==> src/rtl/serial_pkg.sv <==
package serial_pkg;
   localparam logic [11:0] OFS_TXD  = 12'h000;
   localparam logic [11:0] OFS_RXD  = 12'h008;
   localparam logic [11:0] OFS_STAT = 12'h010;
   localparam logic [11:0] OFS_DIV  = 12'h018;
   localparam logic [11:0] OFS_IEN  = 12'h020;

   typedef enum logic [1:0] {RX_IDLE, RX_START, RX_DATA, RX_STOP} rx_state_t;
   typedef enum logic {BUS_IDLE, BUS_HOLD} bus_state_t;
endpackage

==> src/rtl/serial_fifo.sv <==
module serial_fifo #(
   parameter int W     = 8,
   parameter int DEPTH = 64
) (
   input  logic         clk,
   input  logic         rst,
   input  logic         push,
   input  logic [W-1:0] wdata,
   input  logic         pop,
   output logic [W-1:0] rdata,
   output logic         empty,
   output logic         full
);
   localparam int AW = $clog2(DEPTH);

   logic [W-1:0] mem [DEPTH];
   logic [AW:0]  wptr, rptr;
   logic [AW:0]  used;
   logic         do_push, do_pop;

   assign used    = wptr - rptr;
   assign empty   = (used == '0);
   assign full    = (used == (AW+1)'(DEPTH));
   assign do_push = push && !full;
   assign do_pop  = pop && !empty;
   assign rdata   = mem[rptr[AW-1:0]];

   always_ff @(posedge clk) begin
      if (do_push) mem[wptr[AW-1:0]] <= wdata;
   end

   always_ff @(posedge clk) begin
      if (rst) begin
         wptr <= '0;
         rptr <= '0;
      end else begin
         if (do_push) wptr <= wptr + 1'b1;
         if (do_pop)  rptr <= rptr + 1'b1;
      end
   end

   // occupancy never exceeds the configured depth
   p_no_overflow_r11: assert property (@(posedge clk) disable iff (rst)
      (wptr - rptr) <= (AW+1)'(DEPTH));
endmodule

==> src/rtl/serial_tx.sv <==
module serial_tx #(
   parameter int W   = 8,
   parameter int OSR = 16
) (
   input  logic         clk,
   input  logic         rst,
   input  logic         tick,
   input  logic         have,
   input  logic [W-1:0] din,
   output logic         pop,
   output logic         txo
);
   localparam int CW  = $clog2(OSR);
   localparam int NBW = $clog2(W + 2);

   logic           busy;
   logic [W+1:0]   sh;
   logic [CW-1:0]  ph;
   logic [NBW-1:0] nbits;

   assign pop = !busy && have;
   assign txo = busy ? sh[0] : 1'b1;

   always_ff @(posedge clk) begin
      if (rst) begin
         busy  <= 1'b0;
         sh    <= '1;
         ph    <= '0;
         nbits <= '0;
      end else if (!busy) begin
         if (have) begin
            busy  <= 1'b1;
            sh    <= {1'b1, din, 1'b0};
            ph    <= '0;
            nbits <= '0;
         end
      end else if (tick) begin
         if (ph == CW'(OSR - 1)) begin
            ph <= '0;
            sh <= {1'b1, sh[W+1:1]};
            if (nbits == NBW'(W + 1)) busy <= 1'b0;
            else                      nbits <= nbits + 1'b1;
         end else begin
            ph <= ph + 1'b1;
         end
      end
   end

   // every frame opens with a low start bit
   p_start_low_r1: assert property (@(posedge clk) disable iff (rst)
      $rose(busy) |-> !txo);
   // the last bit driven before going idle is the high stop bit
   p_stop_high_r1: assert property (@(posedge clk) disable iff (rst)
      $fell(busy) |-> $past(txo));
endmodule

==> src/rtl/serial_rx.sv <==
module serial_rx
   import serial_pkg::*;
#(
   parameter int W   = 8,
   parameter int OSR = 16
) (
   input  logic         clk,
   input  logic         rst,
   input  logic         tick,
   input  logic         rxd,
   output logic         push,
   output logic [W-1:0] data
);
   localparam int CW  = $clog2(OSR);
   localparam int NBW = $clog2(W);
   localparam logic [CW-1:0] MID  = CW'(OSR / 2 - 1);
   localparam logic [CW-1:0] LAST = CW'(OSR - 1);

   rx_state_t      st;
   logic [1:0]     sync;
   logic           rxs;
   logic [CW-1:0]  ph;
   logic [NBW-1:0] nbits;
   logic [W-1:0]   sh;

   assign rxs = sync[1];

   always_ff @(posedge clk) begin
      if (rst) begin
         sync  <= 2'b11;
         st    <= RX_IDLE;
         ph    <= '0;
         nbits <= '0;
         sh    <= '0;
         push  <= 1'b0;
         data  <= '0;
      end else begin
         sync <= {sync[0], rxd};
         push <= 1'b0;
         if (tick) begin
            unique case (st)
               RX_IDLE: if (!rxs) begin
                  st <= RX_START;
                  ph <= '0;
               end
               RX_START: if (ph == MID) begin
                  ph    <= '0;
                  nbits <= '0;
                  st    <= rxs ? RX_IDLE : RX_DATA;
               end else ph <= ph + 1'b1;
               RX_DATA: if (ph == LAST) begin
                  ph <= '0;
                  sh <= {rxs, sh[W-1:1]};
                  if (nbits == NBW'(W - 1)) st <= RX_STOP;
                  else                      nbits <= nbits + 1'b1;
               end else ph <= ph + 1'b1;
               RX_STOP: if (ph == LAST) begin
                  ph   <= '0;
                  st   <= RX_IDLE;
                  push <= rxs;
                  data <= sh;
               end else ph <= ph + 1'b1;
               default: st <= RX_IDLE;
            endcase
         end
      end
   end

   // a start bit that is high again at mid-bit returns to idle
   p_start_reject_r10: assert property (@(posedge clk) disable iff (rst)
      (st == RX_START && tick && ph == MID && rxs) |=> st == RX_IDLE);
endmodule

==> src/rtl/wb_serial_port.sv <==
module wb_serial_port
   import serial_pkg::*;
#(
   parameter int DEPTH = 64,
   parameter int OSR   = 16
) (
   input  logic        clk,
   input  logic        rst,
   output logic        ser_tx,
   input  logic        ser_rx,
   output logic        intr,
   input  logic [11:0] bus_adr,
   input  logic [7:0]  bus_wdat,
   output logic [7:0]  bus_rdat,
   input  logic        bus_we,
   input  logic        bus_cyc,
   input  logic        bus_stb,
   output logic        bus_ack
);
   localparam int W = 8;

   if (DEPTH < 2 || (DEPTH & (DEPTH - 1)) != 0) begin : g_bad_depth
      $error("DEPTH must be a power of two of at least 2");
   end
   if (OSR < 4 || (OSR & (OSR - 1)) != 0) begin : g_bad_osr
      $error("OSR must be a power of two of at least 4");
   end

   bus_state_t   bst;
   logic         ack_q;
   logic [7:0]   div_q, tcnt;
   logic [1:0]   ie_q;
   logic         tick;
   logic [7:0]   rd_mux;
   logic         take;
   logic         tx_push, tx_pop, tx_empty, tx_full;
   logic         rx_push, rx_pop, rx_empty, rx_full;
   logic [W-1:0] tx_head, rx_head, rx_byte;

   // sample tick once every div_q+1 clocks
   assign tick = (tcnt >= div_q);
   always_ff @(posedge clk) begin
      if (rst || tick) tcnt <= '0;
      else             tcnt <= tcnt + 1'b1;
   end

   assign take    = (bst == BUS_IDLE) && bus_cyc && bus_stb;
   assign tx_push = take && bus_we && (bus_adr == OFS_TXD);
   assign rx_pop  = take && !bus_we && (bus_adr == OFS_RXD);
   assign bus_ack = ack_q && bus_cyc && bus_stb;
   assign intr    = (ie_q[0] && !rx_empty) || (ie_q[1] && tx_empty);

   always_comb begin
      case (bus_adr)
         OFS_RXD:  rd_mux = rx_head;
         OFS_STAT: rd_mux = {4'b0000, tx_full, rx_full, tx_empty, rx_empty};
         OFS_DIV:  rd_mux = div_q;
         OFS_IEN:  rd_mux = {6'b0, ie_q};
         default:  rd_mux = '0;
      endcase
   end

   always_ff @(posedge clk) begin
      if (rst) begin
         bst      <= BUS_IDLE;
         ack_q    <= 1'b0;
         bus_rdat <= '0;
         div_q    <= '0;
         ie_q     <= '0;
      end else begin
         unique case (bst)
            BUS_IDLE: if (take) begin
               ack_q <= 1'b1;
               bst   <= BUS_HOLD;
               if (bus_we) begin
                  if (bus_adr == OFS_DIV) div_q <= bus_wdat;
                  if (bus_adr == OFS_IEN) ie_q  <= bus_wdat[1:0];
               end else begin
                  bus_rdat <= rd_mux;
               end
            end
            BUS_HOLD: if (!bus_stb) begin
               ack_q <= 1'b0;
               bst   <= BUS_IDLE;
            end
            default: bst <= BUS_IDLE;
         endcase
      end
   end

   serial_fifo #(.W(W), .DEPTH(DEPTH)) u_txq (
      .clk(clk), .rst(rst), .push(tx_push), .wdata(bus_wdat), .pop(tx_pop),
      .rdata(tx_head), .empty(tx_empty), .full(tx_full));

   serial_fifo #(.W(W), .DEPTH(DEPTH)) u_rxq (
      .clk(clk), .rst(rst), .push(rx_push), .wdata(rx_byte), .pop(rx_pop),
      .rdata(rx_head), .empty(rx_empty), .full(rx_full));

   serial_tx #(.W(W), .OSR(OSR)) u_tx (
      .clk(clk), .rst(rst), .tick(tick), .have(!tx_empty), .din(tx_head),
      .pop(tx_pop), .txo(ser_tx));

   serial_rx #(.W(W), .OSR(OSR)) u_rx (
      .clk(clk), .rst(rst), .tick(tick), .rxd(ser_rx),
      .push(rx_push), .data(rx_byte));

   // acknowledge only rises after a request was presented
   p_ack_after_req_r8: assert property (@(posedge clk) disable iff (rst)
      $rose(ack_q) |-> $past(bus_cyc && bus_stb));
   // acknowledge holds while the strobe stays high
   p_ack_hold_r8: assert property (@(posedge clk) disable iff (rst)
      (ack_q && bus_stb) |=> ack_q);
   // upper status bits are zero on an acknowledged status read
   p_status_upper_r3: assert property (@(posedge clk) disable iff (rst)
      (bus_ack && !bus_we && bus_adr == OFS_STAT) |-> bus_rdat[7:4] == 4'h0);
   // with a non-zero divisor two ticks never fall on adjacent clocks
   p_tick_gap_r4: assert property (@(posedge clk) disable iff (rst)
      (tick && div_q != 8'd0) |=> (!tick || div_q == 8'd0));
endmodule

==> config.mk <==
export PLATFORM = sky130hd
export DESIGN_NAME = wb_serial_port
export DESIGN_NICKNAME = d
export VERILOG_FILES = /design/src/rtl/serial_pkg.sv /design/src/rtl/serial_fifo.sv /design/src/rtl/serial_tx.sv /design/src/rtl/serial_rx.sv /design/src/rtl/wb_serial_port.sv
export SDC_FILE = /design/constraint.sdc
export NUM_CORES = 1
export LEC_CHECK = 0
export BUFFER_PORTS_ARGS = -buffer_cell sky130_fd_sc_hd__buf_2
export CAP_MARGIN = 20
export CELL_PAD_IN_SITES_DETAIL_PLACEMENT = 1
export CELL_PAD_IN_SITES_GLOBAL_PLACEMENT = 2
export CORE_MARGIN = 2
export CORE_UTILIZATION = 54
export DETAILED_ROUTE_END_ITERATION = 6
export HOLD_SLACK_MARGIN = 0.06
export PLACE_DENSITY_LB_ADDON = 0.1
export SYNTH_ARGS = -nofsm -noshare
export SYNTH_HDL_FRONTEND = slang
export SYNTH_HIERARCHICAL = 1
export SYNTH_SLANG_ARGS = --single-unit
==> constraint.sdc <==
create_clock -name clk -period 6.41 [get_ports clk]
set_clock_uncertainty 0.15 [all_clocks]
set_input_delay 0.9615 -clock clk [delete_from_list [all_inputs] [get_ports clk]]
set_output_delay 0.9615 -clock clk [all_outputs]
set_load 0.05 [all_outputs]
==> results_dict.tcl <==
set metrics [dict create \
    status "finished, final reports clean" \
    final_common_cell "edfxtp_1" \
    cts_buffers 114 \
    ant_nets 0 \
    ys_warn_count 6 \
    layout.nets 2464 \
    critPathSlowestCell "nor2_1" \
    synth-async-reset-ratio_pct 0 \
    pin_count 37 \
    drc 0 \
    post_cts_resized 0 \
    synth_cell_types 79 \
    wl_um 109000 \
    dieArea_mm2 0.0865 \
    fillCellCount 6955 \
    wl_per_cell_um 30.5 \
    tns_ns 0 \
    crit_path_end_kind "register" \
    viasPerCell 6.33 \
    worstPathMaxFanout 15 \
    hold_violations 0 \
    grt_pass1_vias 23800 \
    areaGrowthSynthToFinish_pct 11.3 \
    first_pass_iters 5 \
    clockBufferDepth 3 \
    tightest_slew_ns 1.10 \
    synth_fp_nets 2391 \
    grt_antenna_before_repair 0 \
    cts.sinks 1138 \
    slowest_delay_ns 1.02 \
    powerDensity_mw_per_mm2 320 \
    power_leakage_uw 0.0150 \
    antenna_cells 0 \
    grt_max_degree 85 \
    drv_cap 0 \
    die_w_um 294 \
    start_kind "register" \
    gp_congestion 0.836 \
    drive_gt1_share_pct 24.8 \
    placed_area_mm2 0.0468 \
    maxSlewViolCount 0 \
    overflow 0 \
    rsz0062_at_grt "no" \
    cts_hold_buf 0 \
    path_class "register to register" \
    cts_root_buf "clkbuf_16" \
    fmax_mhz 210 \
    total_power_uw 16200 \
    synth_edf_count 1024 \
    relSlewSlack_pct 26.3 \
    die_h_um 294 \
    post_cts_buffers 0 \
    grt_pass1_wl_um 163000 \
    synth-seq-cells 1138 \
    drt_first_iter_violations 1863 \
    hp-class "register to register" \
    start_util_pct 54.5 \
    clkLatencyLatePin_ns 0.70 \
    crit_required_ns 6.57 \
    crit_chain "ha_1 > and3b_1 > o21ai_0 > o41a_1 > a211o_1 > or2_1 > nand4_1 > nor2_1" \
    vias 22700 \
    synth-main-ff-cell "edfxtp_1" \
    netlist_area_mm2 0.0454 \
    rows 106 \
    synth_cells 2334 \
    dp_hpwl_um 67400 \
    syn_avg_cell_area_um2 19.5 \
    peakVddDrop_uv 238 \
    grt_use_total_pct 26.0 \
    io_buffers 36 \
    htreeDepth 3 \
    mostFrequentLayoutCells "1024 x edfxtp_1, 320 x mux4_2, 170 x nor2_1" \
    yosysSeqAreaShare_pct 72.7 \
    clk_pin_slew_ns 0.07 \
    setup_viol 0 \
    finalCritPeriodShare_pct 74.4 \
    worst-r2r-cell-count 8 \
    cts_tree "done" \
    coreArea_mm2 0.0834 \
    arrival_ns 4.93 \
    stdcell_area_mm2 0.0506 \
    fin_crit_ns 4.77 \
    hold_depth 2 \
]
-- per-layer routing --
layer  part of all wire (%)  routed length, um  vias up  GRT usage [%]
li1                       -                  -     9723              -
met4                    3.5               3780        0           9.12
met3                    5.0               5440      178           3.76
met5                      0                  0        -              0
met1                     40              44200    12100           34.9
met2                     51              56000      672           44.0
-- final cells by class --
cell class	count	area (um2)	area share (%)
tap	1080	1350	2.67
multi-input combinational	1028	11700	23.1
clock inverter	72	752	1.49
clock buffer	141	2970	5.88
sequential	1138	33100	65.3
inverter	47	176	0.349
timing repair buffer	78	593	1.17
-- critical path: cells and delay by family, from the launching register on --
family                     cells  cell delay [ns]
and+or+nand+nor                4             2.62
DFF                            1             0.62
AOI/OAI and AO/OA              3             0.61
adders and majority gates      1             0.37
-- where the power goes --
group | internal, uW | switching [uW] | leakage (uW) | total [uW]
clock | 3790 | 2810 | 0.00179 | 6600
combinational | 676 | 745 | 0.00340 | 1420
sequential | 8050 | 96.2 | 0.00983 | 8150
-- synth_stat cells (all sizes together) (9+ instances only) --
| cell | number | share of area, % |
|---|---|---|
| or3 | 15 | 0.21 |
| a21oi | 44 | 0.50 |
| or2 | 11 | 0.15 |
| dfxtp | 114 | 5.0 |
| nand2 | 42 | 0.37 |
| mux4 | 320 | 16 |
| ha | 31 | 0.85 |
| o32ai | 10 | 0.19 |
| xnor2 | 16 | 0.35 |
| nand4 | 14 | 0.19 |
| nor4 | 10 | 0.18 |
| a211oi | 9 | 0.15 |
| clkbuf | 64 | 0.53 |
| buf | 57 | 0.69 |
| mux2i | 29 | 0.64 |
| nand2b | 32 | 0.44 |
| nor3 | 22 | 0.26 |
| edfxtp | 1024 | 68 |
| o22ai | 17 | 0.23 |
| nor2b | 11 | 0.17 |
| o21ai | 46 | 0.51 |
| xor2 | 10 | 0.19 |
| nand3b | 10 | 0.17 |
| inv | 46 | 0.38 |
| nand3 | 39 | 0.44 |
| nor2 | 171 | 1.4 |
| a22oi | 19 | 0.31 |
-- registers in the layout (all words and copies together), names as in the netlist, 8 cells and up, named ones only --
name	flops
u_rxq/mem	512
u_rx/sh	8
u_tx/sh	9
div_q	8
bus_rdat	8
u_txq/mem	512
u_rx/data	8
tcnt	8
-- through the flow --
step	hold slack [ns]	util (%)	instances	setup WS [ns]
finish	0.319	60.6	3584	1.64
CTS	0.298	60.6	3579	1.70
global placement	0.289	56.1	3366	1.36
global route	0.318	60.6	3584	1.49
floorplan	0.239	-	2334	2.24
detailed placement	0.300	56.1	3366	1.26
-- kinds of logic after synthesis --
family                     synth area share, %
AOI/OAI and AO/OA                         2.86
xor gates and xnor gates                 0.542
adders and majority gates                0.854
buffers and inverters                     1.61
DFF                                       72.7
muxes                                     16.6
and+or+nand+nor                           4.80
-- final timing paths --
kind	from	to	slack, ns
setup reg to reg	u_rxq/wptr[2]$_SDFFE_PP0P_	u_rxq/mem[52][5]$_DFFE_PP_	1.64
hold reg to reg	bus_rdat[5]$_SDFFE_PP0P_	bus_rdat[5]$_SDFFE_PP0P_	0.32
hold / removal	bus_rdat[5]$_SDFFE_PP0P_	bus_rdat[5]$_SDFFE_PP0P_	0.32
setup / recovery	u_rxq/wptr[2]$_SDFFE_PP0P_	u_rxq/mem[52][5]$_DFFE_PP_	1.64
Power figures use the tool's default switching activity.
